$ cat config.mk
export PLATFORM = sky130hd
export DESIGN_NAME = spi_shift_master
export DESIGN_NICKNAME = d
export VERILOG_FILES = /design/src/rtl/spi_shift_pkg.sv /design/src/rtl/spi_edge_timer.sv /design/src/rtl/spi_tx_shift.sv /design/src/rtl/spi_rx_shift.sv /design/src/rtl/spi_shift_master.sv
export SDC_FILE = /design/constraint.sdc
export NUM_CORES = 1
export LEC_CHECK = 0
export BUFFER_PORTS_ARGS = -buffer_cell sky130_fd_sc_hd__buf_2
export CORE_MARGIN = 5
export CORE_UTILIZATION = 50
export CTS_BUF_LIST = sky130_fd_sc_hd__clkbuf_8
export CTS_CLUSTER_DIAMETER = 150
export DETAILED_ROUTE_END_ITERATION = 8
export PLACE_DENSITY = 0.76
export REMOVE_ABC_BUFFERS = 1
export SLEW_MARGIN = 20
export SYNTH_ARGS = -nofsm -noshare
export SYNTH_HDL_FRONTEND = slang
export SYNTH_SLANG_ARGS = --single-unit
$ cat constraint.sdc
create_clock -name clk -period 7.65 [get_ports clk]
set_input_delay 0.3825 -clock clk [delete_from_list [all_inputs] [get_ports clk]]
set_output_delay 0.3825 -clock clk [all_outputs]
set_load 0.1 [all_outputs]
$ cat src/rtl/spi_shift_pkg.sv
package spi_shift_pkg;
   localparam int unsigned SPI_MIN_PERIOD  = 8;
   localparam int unsigned SPI_MAX_PERIOD  = 256;
   localparam int unsigned SPI_PHASE_EXTRA = 4;

   // half serial period in system clocks after range limiting
   function automatic int unsigned spi_half(input int unsigned div);
      int unsigned p;
      if (div < SPI_MIN_PERIOD)      p = SPI_MIN_PERIOD;
      else if (div > SPI_MAX_PERIOD) p = SPI_MAX_PERIOD;
      else                           p = div;
      return p >> 1;
   endfunction
endpackage

$ cat src/rtl/spi_edge_timer.sv
module spi_edge_timer #(
   parameter int CNT_W  = 9,
   parameter int EDGES  = 16,
   localparam int EDGE_W = (EDGES > 1) ? $clog2(EDGES) : 1
) (
   input  logic              clk,
   input  logic              rst_n,
   input  logic              start,
   input  logic [CNT_W-1:0]  lead,
   input  logic [CNT_W-1:0]  half,
   output logic              edge_fire,
   output logic [EDGE_W-1:0] edge_idx,
   output logic              last_edge
);
   localparam logic [EDGE_W-1:0] LAST_IDX = EDGE_W'(EDGES - 1);

   logic             run_q;
   logic [CNT_W-1:0] cnt_q;
   logic [CNT_W-1:0] half_q;

   assign edge_fire = run_q && (cnt_q == '0);
   assign last_edge = edge_fire && (edge_idx == LAST_IDX);

   always_ff @(posedge clk or negedge rst_n) begin
      if (!rst_n) begin
         run_q    <= 1'b0;
         cnt_q    <= '0;
         half_q   <= '0;
         edge_idx <= '0;
      end else if (start) begin
         run_q    <= 1'b1;
         cnt_q    <= lead - 1'b1;
         half_q   <= half;
         edge_idx <= '0;
      end else if (run_q) begin
         if (cnt_q == '0) begin
            if (edge_idx == LAST_IDX) begin
               run_q <= 1'b0;
            end else begin
               edge_idx <= edge_idx + 1'b1;
               cnt_q    <= half_q - 1'b1;
            end
         end else begin
            cnt_q <= cnt_q - 1'b1;
         end
      end
   end
endmodule

$ cat src/rtl/spi_tx_shift.sv
module spi_tx_shift #(
   parameter int W = 8
) (
   input  logic         clk,
   input  logic         rst_n,
   input  logic         load,
   input  logic [W-1:0] data,
   input  logic         lsb_first,
   input  logic         advance,
   output logic         mosi
);
   logic [W-1:0] rev;
   logic [W-1:0] word;
   logic [W-1:0] sh_q;

   for (genvar i = 0; i < W; i++) begin : g_rev
      assign rev[i] = data[W-1-i];
   end

   assign word = lsb_first ? rev : data;

   always_ff @(posedge clk or negedge rst_n) begin
      if (!rst_n) begin
         sh_q <= '0;
         mosi <= 1'b0;
      end else if (load) begin
         mosi <= word[W-1];
         sh_q <= {word[W-2:0], 1'b0};
      end else if (advance) begin
         mosi <= sh_q[W-1];
         sh_q <= {sh_q[W-2:0], 1'b0};
      end
   end
endmodule

$ cat src/rtl/spi_rx_shift.sv
module spi_rx_shift #(
   parameter int W = 8
) (
   input  logic         clk,
   input  logic         rst_n,
   input  logic         sample,
   input  logic         miso,
   input  logic         lsb_first,
   input  logic         commit,
   output logic [W-1:0] rx_word
);
   logic [W-1:0] acc_q;
   logic [W-1:0] acc_nx;
   logic [W-1:0] acc_rev;

   assign acc_nx = sample ? {acc_q[W-2:0], miso} : acc_q;

   for (genvar i = 0; i < W; i++) begin : g_rev
      assign acc_rev[i] = acc_nx[W-1-i];
   end

   always_ff @(posedge clk or negedge rst_n) begin
      if (!rst_n) begin
         acc_q   <= '0;
         rx_word <= '0;
      end else begin
         acc_q <= acc_nx;
         if (commit) rx_word <= lsb_first ? acc_rev : acc_nx;
      end
   end
endmodule

$ cat src/rtl/spi_shift_master.sv
module spi_shift_master
   import spi_shift_pkg::*;
#(
   parameter int WORD_W = 8,
   parameter int DIV_W  = 9
) (
   input  logic              clk,
   input  logic              rst_n,
   input  logic [DIV_W-1:0]  cfg_div,
   input  logic              cfg_cpol,
   input  logic              cfg_cpha,
   input  logic              cfg_lsb_first,
   input  logic              wr_stb,
   input  logic [WORD_W-1:0] wr_data,
   output logic              busy,
   output logic              done,
   output logic [WORD_W-1:0] rx_data,
   output logic              sclk,
   output logic              mosi,
   input  logic              miso
);
   localparam int EDGES  = 2 * WORD_W;
   localparam int EDGE_W = $clog2(EDGES);
   localparam logic [EDGE_W-1:0] LAST_IDX = EDGE_W'(EDGES - 1);

   if (WORD_W < 2) begin : g_bad_word
      $error("spi_shift_master: WORD_W must be at least 2");
   end
   if (DIV_W < 9) begin : g_bad_div
      $error("spi_shift_master: DIV_W must reach 256");
   end

   logic              busy_q, done_q, pol_q, pha_q, lsb_q, tog_q;
   logic              accept;
   logic [DIV_W-1:0]  half_now, lead_now;
   logic              edge_fire, last_edge, rx_edge, tx_edge;
   logic [EDGE_W-1:0] edge_idx;

   assign accept   = wr_stb && !busy_q;
   assign half_now = DIV_W'(spi_half(32'(cfg_div)));
   assign lead_now = cfg_cpha ? half_now + DIV_W'(SPI_PHASE_EXTRA) : half_now;

   assign rx_edge = edge_fire && (edge_idx[0] != pha_q);
   assign tx_edge = edge_fire &&
                    (pha_q ? (edge_idx[0] && edge_idx != LAST_IDX)
                           : (!edge_idx[0] && edge_idx != '0));

   spi_edge_timer #(.CNT_W(DIV_W), .EDGES(EDGES)) u_timer (
      .clk       (clk),
      .rst_n     (rst_n),
      .start     (accept),
      .lead      (lead_now),
      .half      (half_now),
      .edge_fire (edge_fire),
      .edge_idx  (edge_idx),
      .last_edge (last_edge)
   );

   spi_tx_shift #(.W(WORD_W)) u_tx (
      .clk       (clk),
      .rst_n     (rst_n),
      .load      (accept),
      .data      (wr_data),
      .lsb_first (cfg_lsb_first),
      .advance   (tx_edge),
      .mosi      (mosi)
   );

   spi_rx_shift #(.W(WORD_W)) u_rx (
      .clk       (clk),
      .rst_n     (rst_n),
      .sample    (rx_edge),
      .miso      (miso),
      .lsb_first (lsb_q),
      .commit    (last_edge),
      .rx_word   (rx_data)
   );

   always_ff @(posedge clk or negedge rst_n) begin
      if (!rst_n) begin
         busy_q <= 1'b0;
         done_q <= 1'b0;
         pol_q  <= 1'b0;
         pha_q  <= 1'b0;
         lsb_q  <= 1'b0;
         tog_q  <= 1'b0;
      end else begin
         done_q <= last_edge;
         if (accept) begin
            busy_q <= 1'b1;
            pol_q  <= cfg_cpol;
            pha_q  <= cfg_cpha;
            lsb_q  <= cfg_lsb_first;
            tog_q  <= 1'b0;
         end else begin
            if (edge_fire) tog_q  <= ~tog_q;
            if (last_edge) busy_q <= 1'b0;
         end
      end
   end

   assign busy = busy_q;
   assign done = done_q;
   assign sclk = busy_q ? (pol_q ^ tog_q) : cfg_cpol;
endmodule

==> metrics.yaml, run 1 <==
post_cts_resized: 0
synth_flop_cell: "dfrtp_1"
critPathKind: "reg2reg"
numCtsBuffers: 5
reg2reg_from: "busy$_DFFE_PN0P_"
setup_tns_ps: 0
worst_slack_ps: 4910
portBuffers: 34
powerDensity_nw_per_um2: 320
placed_cells: 402
fillers: 515
core_area_um2: 5570
grt_max_degree: 53
drt_first_pass_iters: 4
htree_num_levels: 2
synth-edff-count: 0
cts_max_path_buffers: 2
synth-seq-area-share: 0.447
ctsHoldBuffers: 0
grt_pass1_vias: 2181
hpwl_mm: 4.10
vias: 2261
antenna_found_initial: 0
final_cell_mix: "52 x dfrtp_1, 41 x nand2_1, 34 x buf_2"
synth_cell_type_count: 55
synthCells: 308
die_area_um2: 7450
leakage_nw: 1.57
slew_headroom: 0.522
grt_overflow: 0
outcome: "complete, no violations"
start_util: 0.522
final_hold_viol_count: 0
start_kind: "register"
reg2reg_to: "u_timer.cnt_q[8]$_DFFE_PN0P_"
worst_slew_pin_slew_ps: 715
post-route-min-period_ps: 2740
synthArstFlopShare: 1.00
cts_tree: "done"
fin_crit_sh: 0.358
syn_area_per_cell_um2: 9.45
area_growth_pct: 10.7
fin_hold_ws_ps: 167
grt_setup_unrepaired: "false"
cts_setup_buffers: 0
viasPerCell: 5.51
critical_path_arrival_ps: 2970
drv_cap: 0
grt_pass1_wl_mm: 10.0
drc_errors: 0
pin_count: 36
clock-sinks: 52
fin_skew_ps: 11.8
finalSetupViolCount: 0
diodes: 0
syn-cell-area_um2: 2910
vdd_drop_max_v: 0.000217
yosys_warnings: 0
ant_nets: 0
final_nets: 364
reg2reg_setup_slack_ps: 4910
final_common_cell: "dfrtp_1"
first_iter_violations: 79
clkTransAtPathRegs_ps: 110
place_ws_ps: 4730
slew_violations: 0
synth-seq-cells: 52
rows: 27
instances_no_fill: 410
critPathRequiredTime_ps: 7880
max_freq_mhz: 365
drive_gt1_frac: 0.186
finalPower_mw: 1.03
wl_per_cell_um: 13.8
hold_path.class: "in2async"
die_w_um: 86.3
routabilityCongestion: 0.790
cts-root-buf: "clkbuf_8"
clk_latency_ps: 310
wirelength_mm: 5.64
grt_use_total: 0.167
crit_path_end_kind: "register"
die_y_um: 86.3
reg2regPathDepth: 11
critPathMaxFanout: 7
[cells by family after synthesis]
logic type,count (synthesis),share of synthesized area
DFF,52,0.447
muxes,30,0.107
and+or+nand+nor,104,0.175
AOI/OAI and AO/OA,73,0.171
buffers and inverters,32,0.0451
adders and majority gates,3,0.0129
xor gates and xnor gates,14,0.0421
[routing by layer]
metal	track usage	wire length, um	up-vias
met5	0	0	-
met3	0.0295	186	7
met1	0.222	2630	1078
met4	0.0567	68	0
li1	-	-	1134
met2	0.274	2760	42
[through the flow]
stage	area, um2	util
6_report	3220	0.578
4_1_cts	3220	0.578
3_5_place_dp	3130	0.561
3_3_place_gp	3130	0.561
5_1_grt	3220	0.578
2_1_floorplan	2840	-
[Yosys cell counts, types with 2 or more instances]
| cell type | n | area, um2 |
|---|---|---|
| nor3_1 | 4 | 20.0 |
| o21ai_1 | 13 | 65.1 |
| nand2_1 | 41 | 154 |
| buf_2 | 3 | 15.0 |
| o31ai_1 | 2 | 15.0 |
| nor2_1 | 23 | 86.3 |
| xnor2_1 | 9 | 78.8 |
| inv_1 | 16 | 60.1 |
| or3_1 | 2 | 12.5 |
| o21ai_0 | 8 | 40.0 |
| nand2b_1 | 2 | 12.5 |
| a21oi_1 | 20 | 100 |
| a211oi_1 | 13 | 97.6 |
| nor2b_1 | 9 | 56.3 |
| nand4_1 | 2 | 12.5 |
| a211oi_2 | 2 | 25.0 |
| xor2_1 | 5 | 43.8 |
| buf_1 | 4 | 15.0 |
| mux2_2 | 8 | 90.1 |
| and3b_1 | 2 | 17.5 |
| clkbuf_1 | 7 | 26.3 |
| mux2i_1 | 21 | 210 |
| ha_1 | 3 | 37.5 |
| and3_1 | 4 | 25.0 |
| dfrtp_1 | 52 | 1300 |
| nand3_1 | 4 | 20.0 |
[how the worst max path moves through the flow]
stage | from | end | cells past startpoint
finish | busy$_DFFE_PN0P_ | u_timer.cnt_q[8]$_DFFE_PN0P_ | 11
global placement | cfg_div[7] | u_timer.cnt_q[8]$_DFFE_PN0P_ | 12
detailed placement | cfg_div[7] | u_timer.cnt_q[8]$_DFFE_PN0P_ | 12
floorplan | busy$_DFFE_PN0P_ | u_timer.cnt_q[8]$_DFFE_PN0P_ | 11
CTS | busy$_DFFE_PN0P_ | u_timer.cnt_q[8]$_DFFE_PN0P_ | 11
global route | busy$_DFFE_PN0P_ | u_timer.cnt_q[8]$_DFFE_PN0P_ | 12
[power breakdown]
| group | internal (mW) | switching (mW) | total, mW |
|---|---|---|---|
| Sequential | 0.370 | 0.103 | 0.473 |
| Combinational | 0.160 | 0.235 | 0.395 |
| Clock | 0.0673 | 0.0965 | 0.164 |
| Total | 0.597 | 0.434 | 1.03 |
[cell type report]
cell class | count | area [um2] | area share
multi-input combinational | 224 | 1480 | 0.459
sequential | 52 | 1300 | 0.404
timing repair buffer | 37 | 193 | 0.0598
tap | 72 | 90.1 | 0.0280
clock buffer | 5 | 68.8 | 0.0214
inverter | 17 | 63.8 | 0.0198
clock inverter | 3 | 27.5 | 0.00854
[flip-flops by register name, summed over array words and instances, names as in the netlist]
register and count:
lsb_q 1, u_tx.mosi 1, pha_q 1, u_timer.run_q 1
u_timer.edge_idx 4, pol_q 1, u_tx.sh_q 7, u_timer.half_q 8
tog_q 1, done 1, u_timer.cnt_q 9, u_rx.acc_q 8
busy 1, u_rx.rx_word 8
[worst max-delay path: stages (launching register included)]
cell	delay [ps]
dfrtp_1	470
nor3b_1	620
o311ai_1	260
o41ai_1	170
a21oi_1	100
ha_1	300
nand3b_1	110
a21oi_1	40
a31o_1	190
nand2_1	90
or3_1	130
mux2i_1	180
Note: power is estimated with default switching activity, not from simulation.
==> inputs of run 2 (changes only) <==
- clock period: 7.65 -> 2.8 ns (I/O delays scaled with it)
==> run 2 against run 1 <==
Net effect:
- worst hold slack got worse by 110 ps
- final area increased by 1.0%
- core utilization increased by 0.61 points
- largest cell class unchanged
- largest power group unchanged
- highest routed layer unchanged
==> metrics.yaml, run 2 (synthesis gave the netlist of run 1 again) <==
outcome: "complete, no violations"
rows: 27  # unchanged
grt_use_total: 0.171  # +0.00494
top_register: "u_timer.cnt_q"
top_usage_layer: "met2"
ctsHoldBuffers: 1  # +1
viasPerCell: 5.62  # +2.0%
crit_path_end_kind: "register"
path_buf_inv: 0  # unchanged
wirelength_mm: 5.98  # +6.0%
grt_setup_unrepaired: "false"
drv_cap: 0  # unchanged
fillers: 504  # -2.1%
clkTransAtPathRegs_ps: 90  # -20 ps
numCtsBuffers: 5  # unchanged
max_freq_mhz: 389  # +6.6%
grt_max_degree: 34  # -36%
die_area_um2: 7450  # unchanged
cts_setup_buffers: 0  # unchanged
diodes: 0  # unchanged
cts-root-buf: "clkbuf_8"
critPathMaxFanout: 5  # -2
fin_crit_sh: 0.918  # +0.559
start_kind: "register"
slew_headroom: 0.545  # +0.0232
powerDensity_nw_per_um2: 868  # +170%
portBuffers: 34  # unchanged
final_cell_mix: "52 x dfrtp_1, 41 x nand2_1, 34 x buf_2"
drive_gt1_frac: 0.195  # +0.00894
vias: 2334  # +3.2%
wl_per_cell_um: 14.4  # +4.7%
grt_use_met1: 0.230  # +0.00735
largest_register_ffs: 9  # unchanged
die_y_um: 86.3  # unchanged
critPathKind: "reg2reg"
drt_first_pass_iters: 5  # +1
grt_pass1_wl_mm: 10.4  # +3.2%
antenna_found_initial: 0  # unchanged
htree_num_levels: 2  # unchanged
pin_count: 36  # unchanged
finalSetupViolCount: 0  # unchanged
final_area_um2: 3260  # +1.0%
path_cells: "nor4_2, nand2_1, o41ai_1, a21oi_1, ha_1, nand3b_1, a21oi_1, a31o_1, nand2_1, or3_1, mux2i_1"
hpwl_mm: 4.35  # +6.0%
area_growth_pct: 11.9
start_util: 0.522  # unchanged
final_common_cell: "dfrtp_1"
drc_errors: 0  # unchanged
critical_path_arrival_ps: 2800  # -170 ps
core_area_um2: 5570  # unchanged
vdd_drop_max_v: 0.000784  # +260%
slowest_delay_ps: 440  # -180 ps
critPathRequiredTime_ps: 3040  # -4840 ps
leakage_nw: 1.59  # +1.3%
dpl_cell_area_um2: 3160  # +0.96%
slew_violations: 0  # unchanged
fin_skew_ps: 9.86  # -1.95 ps
fin_util: 0.584  # +0.00606
final_hold_viol_count: 0  # unchanged
cts_tree: "done"
post_cts_resized: 0  # unchanged
post-route-min-period_ps: 2570  # -171 ps
ant_nets: 0  # unchanged
cp_top_family: "simple AND/OR/NAND/NOR gates"
grt_overflow: 0  # unchanged
gr-usage-met2: 0.279  # +0.00491
routabilityCongestion: 0.855  # +8.2%
grt_pass1_vias: 2288  # +4.9%
die_w_um: 86.3  # unchanged
clk_latency_ps: 310  # about the same
use_met3: 0.0228  # -0.00665
clock-sinks: 52  # unchanged
hold_path.class: "in2reg"
first_iter_violations: 129  # +63%
worst_slew_pin_slew_ps: 683  # -32.6 ps
critical-path-slowest-cell: "dfrtp_1"
cts_max_path_buffers: 2  # unchanged
final_nets: 369  # +1.4%
-- run 2: final timing paths --
path | from | end | slack, ps | cells after the start
hold reg to reg | u_rx.rx_word[7]$_DFFE_PN0P_ | u_rx.rx_word[7]$_DFFE_PN0P_ | 490 | 2
max in group asynchronous | rst_n | done$_DFF_PN0_ | 1660 | 3
setup / recovery | u_timer.cnt_q[5]$_DFFE_PN0P_ | u_timer.cnt_q[8]$_DFFE_PN0P_ | 230 | 11
hold / removal | cfg_cpol | pol_q$_DFFE_PN0P_ | 60 | 3
min in group asynchronous | rst_n | u_timer.edge_idx[2]$_DFFE_PN0P_ | 400 | 2
setup reg to reg | u_timer.cnt_q[5]$_DFFE_PN0P_ | u_timer.cnt_q[8]$_DFFE_PN0P_ | 230 | 11
-- run 2: routing by layer --
metal | share of wire | up-vias
met3 | 0.048 | 10
met5 | 0 | -
li1 | - | 1143
met2 | 0.47 | 60
met1 | 0.46 | 1121
met4 | 0.017 | 0
-- run 2: through the flow --
step	setup TNS (ps)	total power, mW	setup slack [ps]	instances	hold WS, ps
after floorplan	-2480	2.11	-586	293	-156
after global placement	0	2.34	266	406	231
after detailed placement	0	2.39	210	406	219
after CTS	0	2.83	264	415	56.6
after global routing	0	3.04	50.8	415	96.9
final	0	2.83	231	415	61.4
-- run 2: cell type report --
type / instances / area, um2 / share of cell area
clock inverter: 3 / 21.3 / 0.00653
timing repair buffer: 42 / 233 / 0.0715
inverter: 17 / 63.8 / 0.0196
clock buffer: 5 / 68.8 / 0.0211
tap: 72 / 90.1 / 0.0277
sequential: 52 / 1300 / 0.400
multi-input combinational: 224 / 1480 / 0.454
-- run 2: power by group --
group | leakage, nW | total, mW | switching (mW) | internal [mW]
logic | 0.910 | 1.10 | 0.653 | 0.443
clock network | 0.0445 | 0.438 | 0.260 | 0.178
registers | 0.639 | 1.29 | 0.282 | 1.01
-- run 2: tightest hold or removal path, delay by kind of cell --
family        cells  cell delay [ps]
simple gates      2              100
buf+inv           1              100
